<file path="src/rtl/acl_seq_pkg.sv">
package acl_seq_pkg;

    typedef enum logic [2:0] {
        ST_IDLE      = 3'd0,
        ST_COLD_LOW  = 3'd1,
        ST_COLD_REC  = 3'd2,
        ST_WARM_LOW  = 3'd3,
        ST_WARM_HIGH = 3'd4,
        ST_WARM_TAIL = 3'd5,
        ST_POLL      = 3'd6
    } seq_state_e;

    // Link pin group: enable, active-low reset, sync, power-up control
    typedef struct packed {
        logic en;
        logic rst_n;
        logic sync;
        logic pwr;
    } link_pins_t;

    typedef struct packed {
        seq_state_e st;
        logic       pend;   // a ready sample is due this cycle
        logic       done;
        logic       err;
    } seq_ctl_t;

    function automatic int unsigned max2(int unsigned a, int unsigned b);
        return (a > b) ? a : b;
    endfunction

    function automatic link_pins_t pins_for(seq_state_e s, link_pins_t hold);
        link_pins_t p;
        case (s)
            ST_COLD_LOW:  p = '{en: 1'b1, rst_n: 1'b0, sync: 1'b0, pwr: 1'b0};
            ST_COLD_REC,
            ST_WARM_LOW,
            ST_WARM_TAIL: p = '{en: 1'b1, rst_n: 1'b1, sync: 1'b0, pwr: 1'b0};
            ST_WARM_HIGH: p = '{en: 1'b1, rst_n: 1'b1, sync: 1'b1, pwr: 1'b0};
            ST_POLL:      p = '{en: 1'b1, rst_n: 1'b1, sync: 1'b0, pwr: 1'b1};
            default:      p = hold;
        endcase
        return p;
    endfunction

endpackage

</file>
<file path="src/rtl/acl_tick_timer.sv">
module acl_tick_timer #(
    parameter int unsigned W = 8
) (
    input  logic         clk,
    input  logic         rst_n,
    input  logic         clr,
    input  logic         inc,
    input  logic [W-1:0] limit,
    output logic         hit
);

    logic [W-1:0] cnt_d, cnt_q;

    always_comb begin
        hit   = inc && !clr && (cnt_q == limit - 1'b1);
        cnt_d = cnt_q;
        if (clr)      cnt_d = '0;
        else if (hit) cnt_d = '0;
        else if (inc) cnt_d = cnt_q + 1'b1;
    end

    always_ff @(posedge clk or negedge rst_n) begin
        if (!rst_n) cnt_q <= '0;
        else        cnt_q <= cnt_d;
    end

    // a counting step never starts from at or past the terminal value
    a_r10_cnt_below_limit: assert property (@(posedge clk) disable iff (!rst_n)
        (inc && !clr) |-> (cnt_q < limit));

endmodule

</file>
<file path="src/rtl/acl_pin_drive.sv">
module acl_pin_drive
    import acl_seq_pkg::*;
(
    input  logic       clk,
    input  logic       rst_n,
    input  seq_state_e nxt_st,
    output logic       link_en,
    output logic       codec_rst_n,
    output logic       link_sync,
    output logic       link_pwr
);

    link_pins_t pins_d, pins_q;

    always_comb begin
        pins_d = pins_for(nxt_st, pins_q);
    end

    always_ff @(posedge clk or negedge rst_n) begin
        if (!rst_n) pins_q <= '0;
        else        pins_q <= pins_d;
    end

    assign link_en     = pins_q.en;
    assign codec_rst_n = pins_q.rst_n;
    assign link_sync   = pins_q.sync;
    assign link_pwr    = pins_q.pwr;

    // sync is never driven while the codec is held in reset
    a_r3_no_sync_in_reset: assert property (@(posedge clk) disable iff (!rst_n)
        !codec_rst_n |-> !link_sync);

    // the power-up value comes with enable, released reset and sync low
    a_r4_run_pattern: assert property (@(posedge clk) disable iff (!rst_n)
        link_pwr |-> (link_en && codec_rst_n && !link_sync));

endmodule

</file>
<file path="src/rtl/acl_reset_seq.sv">
module acl_reset_seq
    import acl_seq_pkg::*;
#(
    parameter int unsigned RST_LOW_US   = 100,
    parameter int unsigned RST_REC_US   = 5,
    parameter int unsigned SYNC_LOW_US  = 100,
    parameter int unsigned SYNC_HIGH_US = 5,
    parameter int unsigned SYNC_TAIL_US = 5,
    parameter int unsigned POLL_GAP_US  = 5000,
    parameter int unsigned POLL_TRIES   = 2000
) (
    input  logic clk,
    input  logic rst_n,
    input  logic us_tick,
    input  logic start,
    input  logic codec_rdy,
    output logic link_en,
    output logic codec_rst_n,
    output logic link_sync,
    output logic link_pwr,
    output logic busy,
    output logic done,
    output logic timeout_err
);

    localparam int unsigned TMAX = max2(max2(max2(RST_LOW_US, RST_REC_US),
                                             max2(SYNC_LOW_US, SYNC_HIGH_US)),
                                        max2(SYNC_TAIL_US, POLL_GAP_US));
    localparam int unsigned TW   = $clog2(TMAX + 1);
    localparam int unsigned AW   = $clog2(POLL_TRIES + 1);

    seq_ctl_t        ctl_d, ctl_q;
    logic [TW-1:0]   tmr_lim;
    logic            tmr_clr, tmr_hit;
    logic            sample, try_inc, try_hit;

    always_comb begin
        case (ctl_q.st)
            ST_COLD_LOW:  tmr_lim = TW'(RST_LOW_US);
            ST_COLD_REC:  tmr_lim = TW'(RST_REC_US);
            ST_WARM_LOW:  tmr_lim = TW'(SYNC_LOW_US);
            ST_WARM_HIGH: tmr_lim = TW'(SYNC_HIGH_US);
            ST_WARM_TAIL: tmr_lim = TW'(SYNC_TAIL_US);
            ST_POLL:      tmr_lim = TW'(POLL_GAP_US);
            default:      tmr_lim = TW'(1);
        endcase
        tmr_clr = (ctl_q.st == ST_IDLE);
        sample  = (ctl_q.st == ST_POLL) && ctl_q.pend;
        try_inc = sample && !codec_rdy;
    end

    acl_tick_timer #(.W(TW)) i_phase_tmr (
        .clk   (clk),
        .rst_n (rst_n),
        .clr   (tmr_clr),
        .inc   (us_tick),
        .limit (tmr_lim),
        .hit   (tmr_hit)
    );

    acl_tick_timer #(.W(AW)) i_try_ctr (
        .clk   (clk),
        .rst_n (rst_n),
        .clr   (tmr_clr),
        .inc   (try_inc),
        .limit (AW'(POLL_TRIES)),
        .hit   (try_hit)
    );

    always_comb begin
        ctl_d      = ctl_q;
        ctl_d.done = 1'b0;
        case (ctl_q.st)
            ST_IDLE: begin
                if (start) begin
                    ctl_d.err = 1'b0;
                    ctl_d.st  = codec_rdy ? ST_WARM_LOW : ST_COLD_LOW;
                end
            end
            ST_COLD_LOW:  if (tmr_hit) ctl_d.st = ST_COLD_REC;
            ST_COLD_REC: begin
                if (tmr_hit) begin
                    ctl_d.st   = ST_POLL;
                    ctl_d.pend = 1'b1;
                end
            end
            ST_WARM_LOW:  if (tmr_hit) ctl_d.st = ST_WARM_HIGH;
            ST_WARM_HIGH: if (tmr_hit) ctl_d.st = ST_WARM_TAIL;
            ST_WARM_TAIL: begin
                if (tmr_hit) begin
                    ctl_d.st   = ST_POLL;
                    ctl_d.pend = 1'b1;
                end
            end
            ST_POLL: begin
                if (tmr_hit) ctl_d.pend = 1'b1;
                if (sample) begin
                    if (codec_rdy) begin
                        ctl_d.st   = ST_IDLE;
                        ctl_d.done = 1'b1;
                        ctl_d.pend = 1'b0;
                    end else if (try_hit) begin
                        ctl_d.st   = ST_IDLE;
                        ctl_d.err  = 1'b1;
                        ctl_d.pend = 1'b0;
                    end else if (!tmr_hit) begin
                        ctl_d.pend = 1'b0;
                    end
                end
            end
            default: ctl_d.st = ST_IDLE;
        endcase
    end

    always_ff @(posedge clk or negedge rst_n) begin
        if (!rst_n) ctl_q <= '{st: ST_IDLE, pend: 1'b0, done: 1'b0, err: 1'b0};
        else        ctl_q <= ctl_d;
    end

    acl_pin_drive i_pins (
        .clk         (clk),
        .rst_n       (rst_n),
        .nxt_st      (ctl_d.st),
        .link_en     (link_en),
        .codec_rst_n (codec_rst_n),
        .link_sync   (link_sync),
        .link_pwr    (link_pwr)
    );

    assign busy        = (ctl_q.st != ST_IDLE);
    assign done        = ctl_q.done;
    assign timeout_err = ctl_q.err;

    // success is a single-cycle pulse
    a_r6_done_single: assert property (@(posedge clk) disable iff (!rst_n)
        done |=> !done);

    // success leaves the block idle with the run pins applied
    a_r6_done_idle: assert property (@(posedge clk) disable iff (!rst_n)
        done |-> (!busy && link_pwr));

    // a timeout never comes with a success pulse
    a_r7_err_no_done: assert property (@(posedge clk) disable iff (!rst_n)
        $rose(timeout_err) |-> (!done && !busy));

    // a sequence only ends through a ready sample or the try limit
    a_r5_exit_by_sample: assert property (@(posedge clk) disable iff (!rst_n)
        $fell(busy) |-> (done || $rose(timeout_err)));

    // the error flag holds until a start is taken
    a_r8_err_hold: assert property (@(posedge clk) disable iff (!rst_n)
        (timeout_err && !start) |=> timeout_err);

    // a start taken with the flag set clears it and begins a sequence
    a_r8_err_clear: assert property (@(posedge clk) disable iff (!rst_n)
        (timeout_err && start) |=> (!timeout_err && busy));

    // a start during a sequence does not send the pins back to the first phase
    a_r9_no_restart: assert property (@(posedge clk) disable iff (!rst_n)
        (busy && start && link_pwr) |=> (link_pwr || !busy));

endmodule

</file>
<file path="config.mk">
export PLATFORM = sky130hd
export DESIGN_NAME = acl_reset_seq
export DESIGN_NICKNAME = d
export VERILOG_FILES = /design/src/rtl/acl_seq_pkg.sv /design/src/rtl/acl_tick_timer.sv /design/src/rtl/acl_pin_drive.sv /design/src/rtl/acl_reset_seq.sv
export SDC_FILE = /design/constraint.sdc
export NUM_CORES = 1
export LEC_CHECK = 0
export BUFFER_PORTS_ARGS = -buffer_cell sky130_fd_sc_hd__buf_4
export CORE_ASPECT_RATIO = 0.9
export CORE_MARGIN = 3
export CORE_UTILIZATION = 54
export DETAILED_ROUTE_END_ITERATION = 7
export PLACE_DENSITY = 0.81
export SLEW_MARGIN = 25
export SYNTH_ARGS = -nofsm -noshare
export SYNTH_HDL_FRONTEND = slang
export SYNTH_SLANG_ARGS = --single-unit
</file>
<file path="constraint.sdc">
create_clock -name clk -period 2.3 [get_ports clk]
set_input_delay 0.115 -clock clk [delete_from_list [all_inputs] [get_ports clk]]
set_output_delay 0.115 -clock clk [all_outputs]
set_load 0.03 [all_outputs]
</file>
==> results of run 1 <==
per-layer routing:
metal | vias up | global-route usage | share of wire
met5 | - | 0 | 0
met4 | 0 | 0.0718 | 0.012
met3 | 6 | 0.0377 | 0.057
met2 | 60 | 0.327 | 0.44
met1 | 864 | 0.315 | 0.49
li1 | 877 | - | -
cell usage in the layout (no fill, tap or decap), drive strengths merged, types with 8 or more instances in the layout:
cell type	synthesis	final
dfrtp	34	34
nand2	27	27
buf	6	26
nor2	19	19
o21ai	16	16
nand3	12	12
a21oi	9	9
o31ai	9	9
and3	8	8
clkbuf	3	8
stage by stage:
stage	std cells	power (mW)	hold slack, ns	util
after floorplan	226	1.56	-0.181	-
after global placement	287	1.87	0.0883	0.635
after detailed placement	287	1.88	0.0905	0.635
after CTS	296	2.43	0.0117	0.670
after global routing	297	2.66	0.0236	0.682
final	297	2.49	0.0197	0.682
power by group:
part / internal (mW) / leakage, nW / switching (mW)
Combinational: 0.471 / 0.603 / 0.702
Clock: 0.302 / 0.0575 / 0.221
Sequential: 0.684 / 0.453 / 0.114
Total: 1.46 / 1.11 / 1.04
sequential cells by signal, summed over array words and instances (netlist names):
signal	flops
i_pins.link_pwr	1
ctl_q	4
timeout_err	1
i_pins.link_en	1
i_pins.codec_rst_n	1
i_phase_tmr.cnt_q	13
done	1
i_pins.link_sync	1
i_try_ctr.cnt_q	11
layout make-up:
cell class | count | area [µm²]
Timing Repair Buffer | 28 | 216
Sequential cell | 34 | 851
Clock buffer | 8 | 110
Multi-Input combinational cell | 176 | 1110
Inverter | 7 | 26.3
Tap cell | 44 | 55.1
Fill cell | 290 | 1100
final timing paths:
kind / to / slack [ns] / from
worst max-delay path: i_phase_tmr.cnt_q[10] / 0.08 / i_phase_tmr.cnt_q[3]
worst min-delay path: timeout_err / 0.02 / start
worst max register to register: i_phase_tmr.cnt_q[10] / 0.08 / i_phase_tmr.cnt_q[3]
worst min register to register: i_pins.link_en / 0.48 / i_pins.link_en
max in group asynchronous: i_try_ctr.cnt_q[3] / 1.67 / rst_n
min in group asynchronous: i_phase_tmr.cnt_q[5] / 0.31 / rst_n
kinds of logic (layout without fill, tap and decap cells):
family | after synthesis | after routing | share of synthesized area
compound gates | 66 | 66 | 0.232
mux | 4 | 4 | 0.0200
fa+ha+maj | 2 | 2 | 0.0125
simple gates | 99 | 99 | 0.253
xor+xnor | 5 | 5 | 0.0218
buf+inv | 16 | 43 | 0.0368
flops | 34 | 34 | 0.424
what timing repair did:
| item | in CTS | in global routing |
|---|---|---|
| endpoints found under the hold margin | 34 | 0 |
| resized for setup | 0 | 7 |
| endpoints found under the setup margin | 0 | 12 |
| hold buffers | 1 | 0 |
==> flow_summary.ini, run 1 <==
[outcome]
outcome = finished, final reports clean

[sta]
worstMarginPinSlew_ns = 0.641
period_share = 0.965
timing.setup.tns_ns = 0
timing.final.crit_period_ns = 2.22
finalSetupViolCount = 0
final-max-slew-violation-count = 0
fin_ws_ns = 0.0811
relSlewSlack = 0.571
finClkSkew_ns = 0.00343
final_hold_viol_count = 0
rsz_0062_raised_after_global_routing = false
clock.fmax_mhz = 451

[setup_path]
cpMaxStageDelayCell = or4_1
path_delay_family = compound AO/OA/AOI/OAI gates
critPathKind = reg -> reg
endpoint_required_time_on_the_critical_path_ns = 2.48
critPathMaxStageDelay_ns = 0.55
path_depth = 6
critical_path.max_fanout = 5
cp-start-kind = register
critical_path_arrival_ns = 2.40
worst_r2r_path_depth = 6
path_buf_inv = 1
path_cells = or4_1, a211o_1, o41ai_4, clkdlybuf4s15_2, nor3b_1, o21a_1
crit_path_end_kind = register

[placement]
post-place-ws_ns = 0.0600
place_congestion = 0.923
postPlaceCellArea_um2 = 2210
port-buffer-count = 11
place_hpwl_um = 3190

[grt]
first_pass_grt_wire_length_um = 7870
grt_max_degree = 35
globalRoute.totalOverflow = 0
first_global_vias = 1690
grt_antenna_before_repair = 0
grt.total_usage = 0.217

[clock_tree]
clock_sinks = 34
htree_num_levels = 2
cts-buffers-inserted = 5
post_cts.repair.setup_buffers = 0
cts.clk_slew.worst_paths_ns = 0.07
cts-root-buf = clkbuf_8
clockBufferDepth = 2
tritoncts = built
clkLatencyLatePin_ns = 0.29

[synth]
syn_inst = 226
yosysSeqAreaShare = 0.424
synth.largest_area_cell = dfrtp_1
yosysUniqueCellTypes = 45
top_count_cell_post_synth = dfrtp_1
ys_flop_type = dfrtp_1
synth.cells.most_frequent = dfrtp_1, nand2_1, nor2_1, o21ai_0, nand3_1
synth_net_count = 233
ys_warn_count = 0
synth-edff-count = 0
mappedNetlistArea_um2 = 2010
ys_async_rst_share = 1.00
synth_seq_cells = 34
synth_top_cells_by_area = dfrtp_1, nand2_1, o21ai_0, nor2_1, o31ai_1
synthDominantCellAreaShare = 0.424
synthesis.area_per_instance_um2 = 8.88

[detailed_routing]
post_drt_antenna_nets = 0
routed_via_density = 6.08
detailedRoute.firstIterationViolations = 242
detail_route.wirelength_um = 4640
route.vias.total = 1807
drc_errors = 0
first_pass_iters = 4
post_detailed_route_wirelength_per_cell_um = 15.6

[floorplanning]
rows = 20
design.core.area_um2 = 3480
io_pins = 12
initial_core_util = 0.577
die_width_um = 70.3
die_y_um = 63.8
die_area_um2 = 4490

[layout]
finish.net_count = 259
insertedDiodeCount = 0
post_route_cells_drive_above_1_share = 0.182
final_area_um2 = 2370
area_delta_synth_final_pct = 18.3

[power]
leakage_nw = 1.11
pwr_density_cell_nw_per_um2 = 1050
worst_ir_drop_vdd_v = 0.000539

[worst_hold_path]
min_delay_path_depth = 2
hold_path_class = in -> reg

[job]
max_cap_violations = 0
Note: power is estimated with default switching activity, not from simulation.
==> run 2: changes to the inputs <==
CORE_MARGIN = 5   (was 3)
CORE_UTILIZATION = 35   (was 54)
PLACE_DENSITY = 0.59   (was 0.81)
==> flow_summary.ini, run 2 (synthesized netlist as in run 1, its figures left out) <==
[grt]
globalRoute.totalOverflow = 0
grt_max_degree = 35
grt.total_usage = 0.137
first_pass_grt_wire_length_um = 8140
first_global_vias = 1639
grt_antenna_before_repair = 0

[outcome]
outcome = finished, final reports clean

[detailed_routing]
detail_route.wirelength_um = 4860
drc_errors = 0
first_pass_iters = 4
post_drt_antenna_nets = 0
detailedRoute.firstIterationViolations = 109
route.vias.total = 1800
post_detailed_route_wirelength_per_cell_um = 14.7
routed_via_density = 5.45

[setup_path]
critPathMaxStageDelay_ns = 0.48
cp-start-kind = register
critPathKind = reg -> reg
path_cells = nor2b_1, o21ai_0, and3_1, o41ai_4, buf_4, nor4_1, a221o_1
crit_path_end_kind = register
cpMaxStageDelayCell = dfrtp_1
critical_path.max_fanout = 10
endpoint_required_time_on_the_critical_path_ns = 2.47
critical_path_arrival_ns = 2.37

[layout]
reg.largest.list = i_phase_tmr.cnt_q: 13 flops, i_try_ctr.cnt_q: 11 flops, ctl_q: 4 flops
insertedDiodeCount = 0
finish.net_count = 267
fin_util = 0.430
largest_register_ffs = 13
registers.top_by_ff_count = i_phase_tmr.cnt_q
post_route_cells_drive_above_1_share = 0.185
final_cell_mix = buf_4, dfrtp_1, nand2_1, nor2_1, o21ai_0
fillers = 566
final_common_cell = buf_4
area_delta_synth_final_pct = 20.4

[worst_hold_path]
hold_path_class = in -> reg

[clock_tree]
clockBufferDepth = 2
clock_sinks = 34
clkLatencyLatePin_ns = 0.28
cts-buffers-inserted = 5
htree_num_levels = 2
tritoncts = built
cts.clk_slew.worst_paths_ns = 0.07
cts-root-buf = clkbuf_8

[sta]
finalSetupViolCount = 0
clock.fmax_mhz = 455
final-max-slew-violation-count = 0
timing.setup.tns_ns = 0
worstMarginPinSlew_ns = 0.694
period_share = 0.956
final_hold_viol_count = 0
finClkSkew_ns = 0.00618
timing.final.crit_period_ns = 2.20
relSlewSlack = 0.536

[floorplanning]
die_width_um = 89.8
initial_core_util = 0.357
io_pins = 12
rows = 26
die_y_um = 81.8
die_area_um2 = 7350
design.core.area_um2 = 5630

[placement]
port-buffer-count = 11
place_congestion = 0.839
place_hpwl_um = 3470

[job]
max_cap_violations = 0

[power]
pwr_density_cell_nw_per_um2 = 1010
worst_ir_drop_vdd_v = 0.000480
leakage_nw = 1.13
[run 2: cell count changes in the layout (fill, tap and decap cells not counted), moves of 2 or more]
cell and delta:
dfrtp_1 -2, clkbuf_8 -3, buf_4 +8, clkbuf_1 +2, dfrtp_2 +2
[run 2: power breakdown]
part	switching [mW]	total, mW	internal, mW
Clock	0.209	0.417	0.208
Sequential	0.111	0.799	0.688
Combinational	0.701	1.23	0.525
[run 2: final cells by class]
cell class,count,area [µm²],area share
clock buffer,7,76.3,0.0316
multi-input combinational,176,1100,0.454
tap,70,87.6,0.0362
timing repair buffer,36,277,0.114
sequential,34,853,0.353
inverter,7,26.3,0.0109
[run 2: worst max-delay path: cells and delay by family, from the launching register on]
kind,cells,cell delay (ns)
and+or+nand+nor,3,0.55
buffers and inverters,1,0.22
AOI/OAI and AO/OA,3,0.83
DFF,1,0.48
[run 2: worst paths after layout]
| check | start | endpoint | slack [ns] | cells past startpoint |
|---|---|---|---|---|
| hold reg to reg | i_pins.link_en | i_pins.link_en | 0.48 | 1 |
| setup reg to reg | ctl_q[3] | i_phase_tmr.cnt_q[8] | 0.10 | 7 |
| hold / removal | start | timeout_err | 0.04 | 2 |
| min in group asynchronous | rst_n | i_try_ctr.cnt_q[0] | 0.32 | 2 |
| max in group asynchronous | rst_n | ctl_q[5] | 1.63 | 2 |
| setup / recovery | ctl_q[3] | i_phase_tmr.cnt_q[8] | 0.10 | 7 |
[run 2: what timing repair did]
item | CTS | global route
endpoints found under the setup margin | 0 | 7
setup buffers | 0 | 3
gates resized for setup | 0 | 4
endpoints found under the hold margin | 34 | 0
hold buffers | 1 | 0
[run 2: metrics by stage]
step | instance area (µm²) | setup WS [ns] | power [mW] | hold WS [ns] | instances
after CTS | 2370 | 0.0244 | 2.37 | 0.0308 | 326
final | 2420 | 0.100 | 2.44 | 0.0441 | 330
after detailed placement | 2280 | 0.0365 | 1.93 | 0.0996 | 318
after floorplan | 2010 | 0.0778 | 1.56 | -0.181 | 226
after global placement | 2280 | 0.0742 | 1.92 | 0.0974 | 318
after global routing | 2420 | -0.0662 | 2.61 | 0.0320 | 330
[run 2: metal layers]
layer  up-vias  share of wire  GRT usage
met4         0          0.012     0.0514
met1       863           0.51      0.196
li1        896              -          -
met2        36           0.44      0.202
met5         -              0          0
met3         5          0.034     0.0293
==> run 3: changes to the inputs <==
BUFFER_PORTS_ARGS = -buffer_cell sky130_fd_sc_hd__buf_2   (was -buffer_cell sky130_fd_sc_hd__buf_4)
==> flow_summary.ini, run 3 (synthesized netlist as in run 1, its figures left out) <==
[setup_path]
path_delay_family = simple AND/OR/NAND/NOR gates
endpoint_required_time_on_the_critical_path_ns = 2.53
path_buf_inv = 1
cp-start-kind = register
crit_path_end_kind = register
critical_path.max_fanout = 11
path_cells = or4_1, a211o_1, nor3_1, buf_4, mux2i_1, a22o_1
regToRegSetupSlack_ns = 0.13
critPathKind = reg -> reg
critPathMaxStageDelay_ns = 0.53
cpMaxStageDelayCell = or4_1
critical_path_arrival_ns = 2.40

[power]
power.sequential.fraction = 0.332
power_switching_share = 0.424
pwr_density_cell_nw_per_um2 = 1010
share_clk_of_total_power = 0.196
p_int_mw = 1.37
leakage_nw = 1.10
power.net_switching_mw = 1.01
worst_ir_drop_vdd_v = 0.000503
combinationalPowerShare = 0.472

[sta]
worstMarginPinSlew_ns = 0.781
timing.setup.tns_ns = 0
timing.final.crit_period_ns = 2.17
final_hold_viol_count = 0
finalSetupViolCount = 0
finClkSkew_ns = 0.00772
final-max-slew-violation-count = 0
period_share = 0.945
clock.fmax_mhz = 460
relSlewSlack = 0.480
rsz_0062_raised_after_global_routing = false

[clock_tree]
tritoncts = built
clock_sinks = 34
cts-buffers-inserted = 5
cts-root-buf = clkbuf_8
cts.clk_slew.worst_paths_ns = 0.08
clkLatencyLatePin_ns = 0.29
clockBufferDepth = 2
htree_num_levels = 2
post_cts.repair.setup_buffers = 0

[layout]
finish.net_count = 260
registers.top_by_ff_count = i_phase_tmr.cnt_q
final_cell_mix = dfrtp_1, nand2_1, nor2_1, o21ai_0, buf_4
final_area_um2 = 2360
post_route_cells_drive_above_1_share = 0.177
largest_register_ffs = 13
reg.largest.list = i_phase_tmr.cnt_q: 13 flops, i_try_ctr.cnt_q: 11 flops, ctl_q: 4 flops
insertedDiodeCount = 0
area_delta_synth_final_pct = 17.6
final_common_cell = dfrtp_1

[floorplanning]
die_area_um2 = 7350
die_y_um = 81.8
io_pins = 12
initial_core_util = 0.357
design.core.area_um2 = 5630
rows = 26
die_width_um = 89.8

[placement]
postPlaceCellArea_um2 = 2220
port-buffer-count = 11
place_hpwl_um = 3410
place_congestion = 0.828

[grt]
first_global_vias = 1716
grt.total_usage = 0.138
grt_antenna_before_repair = 0
globalRoute.totalOverflow = 0
grt_max_degree = 35
first_pass_grt_wire_length_um = 8290

[outcome]
outcome = finished, final reports clean

[worst_hold_path]
hold_path_class = in -> reg

[detailed_routing]
detailedRoute.firstIterationViolations = 60
post_drt_antenna_nets = 0
detail_route.wirelength_um = 4820
route.vias.total = 1769
drc_errors = 0
post_detailed_route_wirelength_per_cell_um = 14.9
first_pass_iters = 4
routed_via_density = 5.46

[job]
max_cap_violations = 0
==> run 3: changes by cell type in the layout (fill, tap and decap cells not counted), sizes merged <==
| cell | before | now |
|---|---|---|
| buf | 34 | 27 |
| clkinv | 0 | 1 |
==> run 3: path summary, 6_finish.rpt <==
check | startpoint | endpoint | cells past startpoint
max in group asynchronous | rst_n | ctl_q[4] | 2
min in group asynchronous | rst_n | i_try_ctr.cnt_q[0] | 2
max reg2reg | i_phase_tmr.cnt_q[3] | i_pins.codec_rst_n | 6
max | i_phase_tmr.cnt_q[3] | i_pins.codec_rst_n | 6
min | start | timeout_err | 2
min reg2reg | i_pins.link_en | i_pins.link_en | 1
==> run 3: metrics by stage <==
step	total power, mW	setup slack, ns	util	hold WS (ns)	cells
floorplan	1.56	0.0778	-	-0.181	226
global placement	1.87	0.100	0.395	0.244	314
detailed placement	1.87	0.0665	0.395	0.251	314
CTS	2.35	0.0266	0.413	0.0637	323
global route	2.57	0.00417	0.419	0.0840	324
finish	2.39	0.127	0.419	0.0723	324
==> run 3: per-layer routing <==
layer / up-vias / track usage / share of wire
met2: 45 / 0.213 / 0.43
met1: 830 / 0.189 / 0.50
met4: 0 / 0.0483 / 0.013
met5: - / 0 / 0
li1: 887 / - / -
met3: 7 / 0.0330 / 0.051
==> run 3: final cells by class <==
class                   instances  area (µm²)
fillers                       561        3270
multi-input cells             176        1110
flip-flops and latches         34         852
repair buffers                 29         196
well taps                      70        87.6
clock buffers                   7        86.3
inverters                       7        26.3
clock inverters                 1        5.00
==> run 3: power by group through the flow <==
stage	logic (mW)	clock network, mW	registers, mW
floorplan	0.765	0	0.799
global placement	1.07	0	0.799
detailed placement	1.07	0	0.801
CTS	1.07	0.485	0.789
global route	1.25	0.506	0.809
finish	1.13	0.467	0.793
==> run 3: what timing repair did <==
item,in CTS,in global routing
hold buffers,1,0
hold endpoints to repair,34,0
gates resized for setup,0,6
setup endpoints to repair,0,7
